**config.mk**
```make
export PLATFORM = sky130hd
export DESIGN_NAME = fsp_status_poller
export DESIGN_NICKNAME = d
export VERILOG_FILES = /design/src/rtl/fsp_pkg.sv /design/src/rtl/fsp_settle_timer.sv /design/src/rtl/fsp_op_tracker.sv /design/src/rtl/fsp_status_former.sv /design/src/rtl/fsp_status_poller.sv
export SDC_FILE = /design/constraint.sdc
export NUM_CORES = 1
export LEC_CHECK = 0
export BUFFER_PORTS_ARGS = -buffer_cell sky130_fd_sc_hd__buf_2
export CORE_MARGIN = 2
export CORE_UTILIZATION = 51
export CTS_CLUSTER_SIZE = 16
export DETAILED_ROUTE_END_ITERATION = 10
export HOLD_SLACK_MARGIN = 0.15
export PLACE_DENSITY = 0.78
export SETUP_SLACK_MARGIN = 0.3
export SYNTH_ARGS = -nofsm -noshare
export SYNTH_HDL_FRONTEND = slang
export SYNTH_SLANG_ARGS = --single-unit
```
**constraint.sdc**
```tcl
create_clock -name clk -period 2.06 [get_ports clk]
set_input_delay 0.103 -clock clk [delete_from_list [all_inputs] [get_ports clk]]
set_output_delay 0.103 -clock clk [all_outputs]
set_load 0.01 [all_outputs]
```
**src/rtl/fsp_pkg.sv**
```systemverilog
package fsp_pkg;

  typedef enum logic [1:0] {
    PH_IDLE = 2'd0,
    PH_RUN  = 2'd1,
    PH_END  = 2'd2,
    PH_ERR  = 2'd3
  } phase_t;

  // Polling bit while the operation is still running.
  function automatic logic poll_bit(input logic is_erase, input logic d7);
    if (is_erase) return 1'b0;
    return ~d7;
  endfunction

  // Assemble a status byte from the three modelled bits.
  function automatic logic [7:0] pack_status(input logic b7, input logic b6,
                                             input logic b5);
    return {b7, b6, b5, 5'b0_0000};
  endfunction

endpackage

```
**src/rtl/fsp_settle_timer.sv**
```systemverilog
module fsp_settle_timer #(
  parameter int unsigned CYC = 200
) (
  input  logic clk,
  input  logic rst_n,
  input  logic arm,
  output logic settled
);
  localparam int unsigned CW = $clog2(CYC + 1);

  logic [CW-1:0] cnt;

  always_ff @(posedge clk or negedge rst_n) begin
    if (!rst_n)          cnt <= '0;
    else if (arm)        cnt <= CW'(CYC);
    else if (cnt != '0)  cnt <= cnt - 1'b1;
  end

  assign settled = (cnt == '0);
endmodule

```
**src/rtl/fsp_op_tracker.sv**
```systemverilog
module fsp_op_tracker
  import fsp_pkg::*;
#(
  parameter int unsigned AW = 16
) (
  input  logic          clk,
  input  logic          rst_n,
  input  logic          go,
  input  logic [AW-1:0] go_addr,
  input  logic [7:0]    go_data,
  input  logic          go_erase,
  input  logic          sus,
  input  logic          done,
  input  logic          err,
  input  logic          clr,
  output phase_t        phase,
  output logic [AW-1:0] t_addr,
  output logic [7:0]    t_data,
  output logic          t_erase,
  output logic          accept
);
  phase_t nxt;

  assign accept = go && (phase == PH_IDLE || phase == PH_END) && !(go_erase && sus);

  always_comb begin
    nxt = phase;
    unique case (phase)
      PH_IDLE: if (accept) nxt = PH_RUN;
      PH_RUN:  if (err) nxt = PH_ERR; else if (done) nxt = PH_END;
      PH_END:  if (accept) nxt = PH_RUN; else if (clr) nxt = PH_IDLE;
      PH_ERR:  if (clr) nxt = PH_IDLE;
      default: nxt = PH_IDLE;
    endcase
  end

  always_ff @(posedge clk or negedge rst_n) begin
    if (!rst_n) begin
      phase   <= PH_IDLE;
      t_addr  <= '0;
      t_data  <= '0;
      t_erase <= 1'b0;
    end else begin
      phase <= nxt;
      if (accept) begin
        t_addr  <= go_addr;
        t_data  <= go_data;
        t_erase <= go_erase;
      end
    end
  end
endmodule

```
**src/rtl/fsp_status_former.sv**
```systemverilog
module fsp_status_former
  import fsp_pkg::*;
#(
  parameter int unsigned AW = 16
) (
  input  logic          clk,
  input  logic          rst_n,
  input  phase_t        phase,
  input  logic          rd_req,
  input  logic [AW-1:0] rd_addr,
  input  logic [AW-1:0] t_addr,
  input  logic [7:0]    t_data,
  input  logic          t_erase,
  input  logic          settled,
  input  logic          arm,
  output logic [7:0]    st_byte,
  output logic          st_valid,
  output logic          busy_rd
);
  logic       tog;
  logic       live;
  logic       hit;
  logic [7:0] nb;
  logic       nv;

  assign live    = (phase == PH_RUN) || (phase == PH_ERR);
  assign hit     = (rd_addr == t_addr);
  assign busy_rd = rd_req && settled && live;

  always_comb begin
    nb = 8'h00;
    nv = 1'b0;
    unique case (phase)
      PH_RUN, PH_ERR: begin
        nv = 1'b1;
        nb = pack_status(poll_bit(t_erase, t_data[7]), ~tog, phase == PH_ERR);
      end
      PH_END: begin
        if (t_erase) begin
          nv = 1'b1;
          nb = 8'hFF;
        end else if (hit) begin
          nv = 1'b1;
          nb = t_data;
        end
      end
      default: begin
        nv = 1'b0;
        nb = 8'h00;
      end
    endcase
    if (!settled) begin
      nv = 1'b0;
      nb = 8'h00;
    end
  end

  always_ff @(posedge clk or negedge rst_n) begin
    if (!rst_n) begin
      tog      <= 1'b0;
      st_byte  <= 8'h00;
      st_valid <= 1'b0;
    end else begin
      if (arm)          tog <= 1'b0;
      else if (busy_rd) tog <= ~tog;
      st_valid <= rd_req && nv;
      if (rd_req) st_byte <= nb;
    end
  end
endmodule

```
**src/rtl/fsp_status_poller.sv**
```systemverilog
module fsp_status_poller
  import fsp_pkg::*;
#(
  parameter int unsigned AW         = 16,
  parameter int unsigned SETTLE_CYC = 200
) (
  input  logic          clk,
  input  logic          rst_n,
  input  logic          wr_go,
  input  logic [AW-1:0] wr_addr,
  input  logic [7:0]    wr_data,
  input  logic          wr_is_erase,
  input  logic          sus_mode,
  input  logic          alg_done,
  input  logic          alg_err,
  input  logic          rd_req,
  input  logic [AW-1:0] rd_addr,
  input  logic          ret_array,
  output logic [7:0]    st_byte,
  output logic          st_valid,
  output logic          rb_n
);
  phase_t        phase;
  logic [AW-1:0] t_addr;
  logic [7:0]    t_data;
  logic          t_erase;
  logic          accept;
  logic          settled;
  logic          busy_rd;
  logic          in_fail;

  fsp_op_tracker #(.AW(AW)) u_trk (
    .clk(clk), .rst_n(rst_n), .go(wr_go), .go_addr(wr_addr), .go_data(wr_data),
    .go_erase(wr_is_erase), .sus(sus_mode), .done(alg_done), .err(alg_err),
    .clr(ret_array), .phase(phase), .t_addr(t_addr), .t_data(t_data),
    .t_erase(t_erase), .accept(accept)
  );

  fsp_settle_timer #(.CYC(SETTLE_CYC)) u_tmr (
    .clk(clk), .rst_n(rst_n), .arm(accept), .settled(settled)
  );

  fsp_status_former #(.AW(AW)) u_fmt (
    .clk(clk), .rst_n(rst_n), .phase(phase), .rd_req(rd_req), .rd_addr(rd_addr),
    .t_addr(t_addr), .t_data(t_data), .t_erase(t_erase), .settled(settled),
    .arm(accept), .st_byte(st_byte), .st_valid(st_valid), .busy_rd(busy_rd)
  );

  assign in_fail = (phase == PH_ERR);
  assign rb_n    = !((phase == PH_RUN) || in_fail);
endmodule

```
======== Word level (Yosys, flattened, before mapping) ========
Index checks and enable logic that the tools add are counted.
cells by class
  add/subtract/negate cells ............... 1
  multipliers ............................. 0
  divide/modulo/power cells ............... 0
  $lt $le $gt $ge ......................... 0
  eq/ne operators ......................... 6
  shifts and indexed selects .............. 0
  multiplexer cells ....................... 22
  bitwise logic cells ..................... 2
  reductions and logical operators ........ 17
operators with widths
  operator                                              number
  2-to-1 mux 8 bit                                      5
  equality test 16 bit                                  1
  case mux 8 bit (2 select lines)                       1
  2-to-1 mux 2 bit                                      5
  2-to-1 mux 1 bit                                      9
  logical NOT 8 bit                                     1
  case mux 2 bit (4 select lines)                       1
  nonzero test 8 bit                                    1
  subtractor 8 x 1 -> 8 bit (second input constant)     1
  logical AND 1 bit                                     6
  equality test 2 bit (second input constant)           2
  nonzero test 2 bit                                    2
  != test 3 bit (second input constant)                 1
  equality test 2 x 1 -> 1 bit (second input constant)  1
  logical NOT 1 bit                                     2
  logical NOT 2 bit                                     1
  logical OR 1 bit                                      2
  != test 2 bit (second input constant)                 1
  inverter 1 bit                                        2
  case mux 1 bit (2 select lines)                       1
  AND reduction 2 bit                                   1
  OR reduction 2 bit                                    1
word-level totals
  register bits after elaboration ......... 45
  latch bits .............................. 0
  bits in writable memories ............... 0
  bits in read-only memories .............. 0
  word-level logic and storage cells ...... 56
  memories ................................ 0

======== Longest topological paths before layout ========
  depth after elaboration ................. 6
  mapped depth ............................ 7
  gate-level depth less buffers ........... 7

======== Modules after synthesis ========
From an unflattened synthesis, not the netlist that was laid out.
second synthesis, totals
  cell total of the unflattened synthesis .. 179
  area, all modules ....................... 2163.3 µm²
by module, submodules not included
  module             times used  cells each  area an instance (µm²)  sequential area each (µm²)
  fsp_op_tracker     1           63          1049.8                  675.6
  fsp_status_former  1           69          645.6                   250.2
  fsp_settle_timer   1           46          464.2                   200.2
  fsp_status_poller  1           1           3.8                     0.0

======== Least setup slack after synthesis ========
Ideal clock, no wire load.
  path kind ............................... reg2reg
  from .................................... register u_tmr.cnt[0]
  to ...................................... register u_tmr.cnt[7]
  data arrival time ....................... 1668 ps
  data required time ...................... 1926 ps
  setup slack ............................. 258 ps
  stages on the path, launching flop included .. 8
  cell sequence ........................... dfrtp_1 > inv_1 > ha_1 > or3b_4 > or2_4 > and4_4 > xnor2_1 > nand2_1
on the way
  cells in the longest elaborated chain, start to end .. 3
RTL lines
  element                    RTL line                RTL
  from (decl)                fsp_settle_timer.sv:11  logic [CW-1:0] cnt;
  from (signal assigned)     fsp_settle_timer.sv:15  else if (arm) cnt <= CW'(CYC);
  from (signal assigned)     fsp_settle_timer.sv:16  else if (cnt != '0) cnt <= cnt - 1'b1;
  subtractor 8 x 1 -> 8 bit  fsp_settle_timer.sv:16
  2-to-1 mux 8 bit           fsp_settle_timer.sv:16
  2-to-1 mux 8 bit           fsp_settle_timer.sv:15
Parallel ways exist; a longest one is shown, timed or not. The select of a mux whose other input is x is not followed.
A chain may end at the register's enable or synchronous reset.

======== Worst setup path after layout ========
  from .................................... register u_tmr.cnt[1]
  to ...................................... register u_tmr.cnt[5]
Same word-level chain as after synthesis.

==> impl_metrics.toml <==
[outcome]
status = "complete, no violations"

[detailed_routing]
via_per_inst = 5.22
wire_per_inst_um = 14.6
antenna_left = 0
drtPass1Iterations = 4
wirelength_um = 5550
dr.first_iter.drc_count = 133
drc = 0
vias = 1983

[worst_hold_path]
hold_path_end = "u_trk.t_erase"
hold-path-cell-count = 3
min_path_type = "in -> reg"
min_from = "sus_mode"

[critical_path]
crit_type = "reg -> reg"
worstPathCellList = "inv_2, ha_4, or3b_4, nor2_4, buf_4, nor4_1, xnor2_1, nor2_1"
ff2ff_path_depth = 8
crit_path_max_fanout = 5
cp_slowest_cell = "nor4_1"
cp-start-kind = "flip-flop"
reg2reg_setup_slack_ns = 0.26
worst_r2r_endpoint = "u_tmr.cnt[5]"
cp_data_required_time_ns = 2.25
cp-end-kind = "flip-flop"
rr_startpoint = "u_tmr.cnt[1]"
cp.arrival_ns = 1.99
cp_slowest_stage_delay_ns = 0.40

[power_and_ir_drop]
p_int_w = 0.00211
switching_share_pct = 36.4
clkPwrFrac_pct = 16.8
p_per_area_nw_per_um2 = 1100
combPwrFrac_pct = 37.6
power_switching_w = 0.00121
pwr-share-seq_pct = 45.6
leakagePower_nw = 1.49
vdd_drop_max_mv = 0.758

[global_route]
track_usage_pct = 25.3
grt_pass1_vias = 2014
grt_max_degree = 28
antenna_found_initial = 0
grt_pass1_wl_um = 8630
grt-ovfl-total = 0

[die]
die_x_um = 68.3
floorplan.initialDensity_pct = 52.7
die-area_um2 = 4670
dieHeight_um = 68.3
io_pins = 59
num_rows = 23
core_area_um2 = 4000

[placed_design]
dp_hpwl_um = 3300
io_buffers = 58
place_congestion = 0.766

[timing]
rsz0062_at_grt = "true"
tns_ns = 0
worst_pin_slew_ns = 0.608
layout_worst_path_cycle_share_pct = 87.4
slew_violations = 0
slew_headroom_pct = 59.5
finalCriticalPeriod_ns = 1.80
setup_viol = 0
fin_hold_ws_ns = 0.158
fin_worst_skew_ns = 0.00916
fmax_ghz = 0.556
hold_viol_final = 0

[clocking]
clock-sinks = 45
cts_max_level = 2
cts_buffers = 5
cts_root_buffer = "clkbuf_8"
cts_tree = "done"
insertion_delay_ns = 0.30
clock_path_buffers = 2
path_clk_slew_ns = 0.08

[finish]
nNetsFinal = 380
mostFrequentLayoutCells = "79 x nand2_1, 58 x buf_2, 45 x dfrtp_1"
layout_commonest_cell = "nand2_1"
diodes = 0
drive_gt1_share_pct = 32.4
areaGrowthSynthToFinish_pct = 42.9

[logic_synthesis]
synth_top_area_share_pct = 53.4
yosysWarnings = 0
avgSynthCellArea_um2 = 9.29
yosys_register_bits = 45
synthCells = 227
synthTopCellsByArea = "dfrtp_1 53%, nand2_1 14%, xnor2_1 8.3%"
yosysSeqAreaShare_pct = 53.4
synth.distinct_cells = 38
synth_area_leader_cell = "dfrtp_1"
syn-num-nets = 277
syn_area_um2 = 2110

[flow_run]
drv_cap = 0
-- worst max-delay path by stage --
stage | from | to | slack (ns) | cells past startpoint
final | u_tmr.cnt[1] | u_tmr.cnt[5] | 0.26 | 8
after global routing | u_tmr.cnt[1] | u_fmt.st_byte[3] | 0.20 | 7
after CTS | u_tmr.cnt[0] | u_fmt.st_byte[0] | 0.30 | 7
after detailed placement | u_tmr.cnt[1] | u_fmt.st_byte[0] | 0.22 | 7
after global placement | u_tmr.cnt[1] | u_tmr.cnt[7] | 0.27 | 7
after floorplan | u_tmr.cnt[0] | u_tmr.cnt[7] | 0.31 | 7
-- flip-flops by register name (all words and copies together) (netlist names) --
name            flops
u_fmt.tog           1
u_trk.t_erase       1
u_fmt.st_byte       8
u_tmr.cnt           8
u_trk.t_data        8
u_trk.t_addr       16
u_fmt.st_valid      1
u_trk.phase         2
-- through the flow --
stage | instances | power, W | instance area (um2) | util, % | setup slack, ns
2_1_floorplan | 227 | 0.00222 | 2120 | - | 0.311
3_3_place_gp | 333 | 0.00249 | 2500 | 62.6 | 0.273
3_5_place_dp | 333 | 0.00254 | 2500 | 62.6 | 0.217
4_1_cts | 375 | 0.00321 | 2930 | 73.4 | 0.299
5_1_grt | 380 | 0.00355 | 3010 | 75.4 | 0.197
6_report | 380 | 0.00333 | 3010 | 75.4 | 0.260
-- Yosys cell counts, drive strengths merged --
cell type,number
nand4,5
or4,1
o22ai,5
dfrtp,45
nor3,3
o22a,1
or2,1
a221o,1
a41oi,1
mux2i,1
a21oi,9
xnor2,20
clkbuf,6
nor2b,1
nor2,11
and2,1
o2111ai,1
nand2b,1
inv,9
nor4,4
o211ai,1
nand2,79
o21ai,5
or3,1
mux2,2
nand3,3
buf,2
a21boi,1
ha,1
o31ai,1
a21o,1
and4,1
or3b,1
a211oi,1
-- cell families (layout without fill, tap and decap cells) --
kind of cell	Yosys count	in the layout	synth area share, %
simple gates	113	113	24.7
flops	45	45	53.4
compound gates	28	28	8.30
xor+xnor	20	20	8.30
buf+inv	17	120	3.14
mux	3	3	1.54
fa+ha+maj	1	1	0.593
-- layout make-up --
cell class,instances,area (um2)
multi-input cells,165,983
fillers,268,986
clock inverters,1,7.51
flip-flops and latches,45,1130
inverters,9,33.8
well taps,50,62.6
repair buffers,104,718
clock buffers,6,82.6
-- timing repair --
item	in CTS	in global routing
endpoints found under the hold margin	52	0
buffers inserted	7	5
hold buffers	28	0
resized for setup	1	10
endpoints found under the setup margin	9	12
pin swaps	3	10
-- worst max-delay path, delay by kind of cell, from the launching register on --
kind	cells	cell delay (ns)
XOR/XNOR	1	0.19
AND/OR/NAND/NOR	4	0.76
buffers and inverters	2	0.20
flip-flops	1	0.39
adder cells (fa/ha/maj)	1	0.16
-- layer usage --
| metal | track usage (%) | routed length [um] | vias up | part of all wire [%] |
|---|---|---|---|---|
| li1 | - | - | 950 | - |
| met1 | 28.4 | 2210 | 953 | 40 |
| met2 | 47.1 | 3000 | 71 | 54 |
| met3 | 5.10 | 263 | 9 | 4.7 |
| met4 | 9.00 | 73 | 0 | 1.3 |
| met5 | 0 | 0 | - | 0 |
-- power by group through the flow --
| stage | registers (W) | clock network (W) | logic [W] |
|---|---|---|---|
| 3_5_place_dp | 0.00153 | 0 | 0.00100 |
| 3_3_place_gp | 0.00152 | 0 | 0.000973 |
| 6_report | 0.00152 | 0.000557 | 0.00125 |
| 5_1_grt | 0.00156 | 0.000599 | 0.00140 |
| 2_1_floorplan | 0.00145 | 0 | 0.000773 |
| 4_1_cts | 0.00150 | 0.000561 | 0.00115 |
Note: power is estimated with default switching activity, not from simulation.
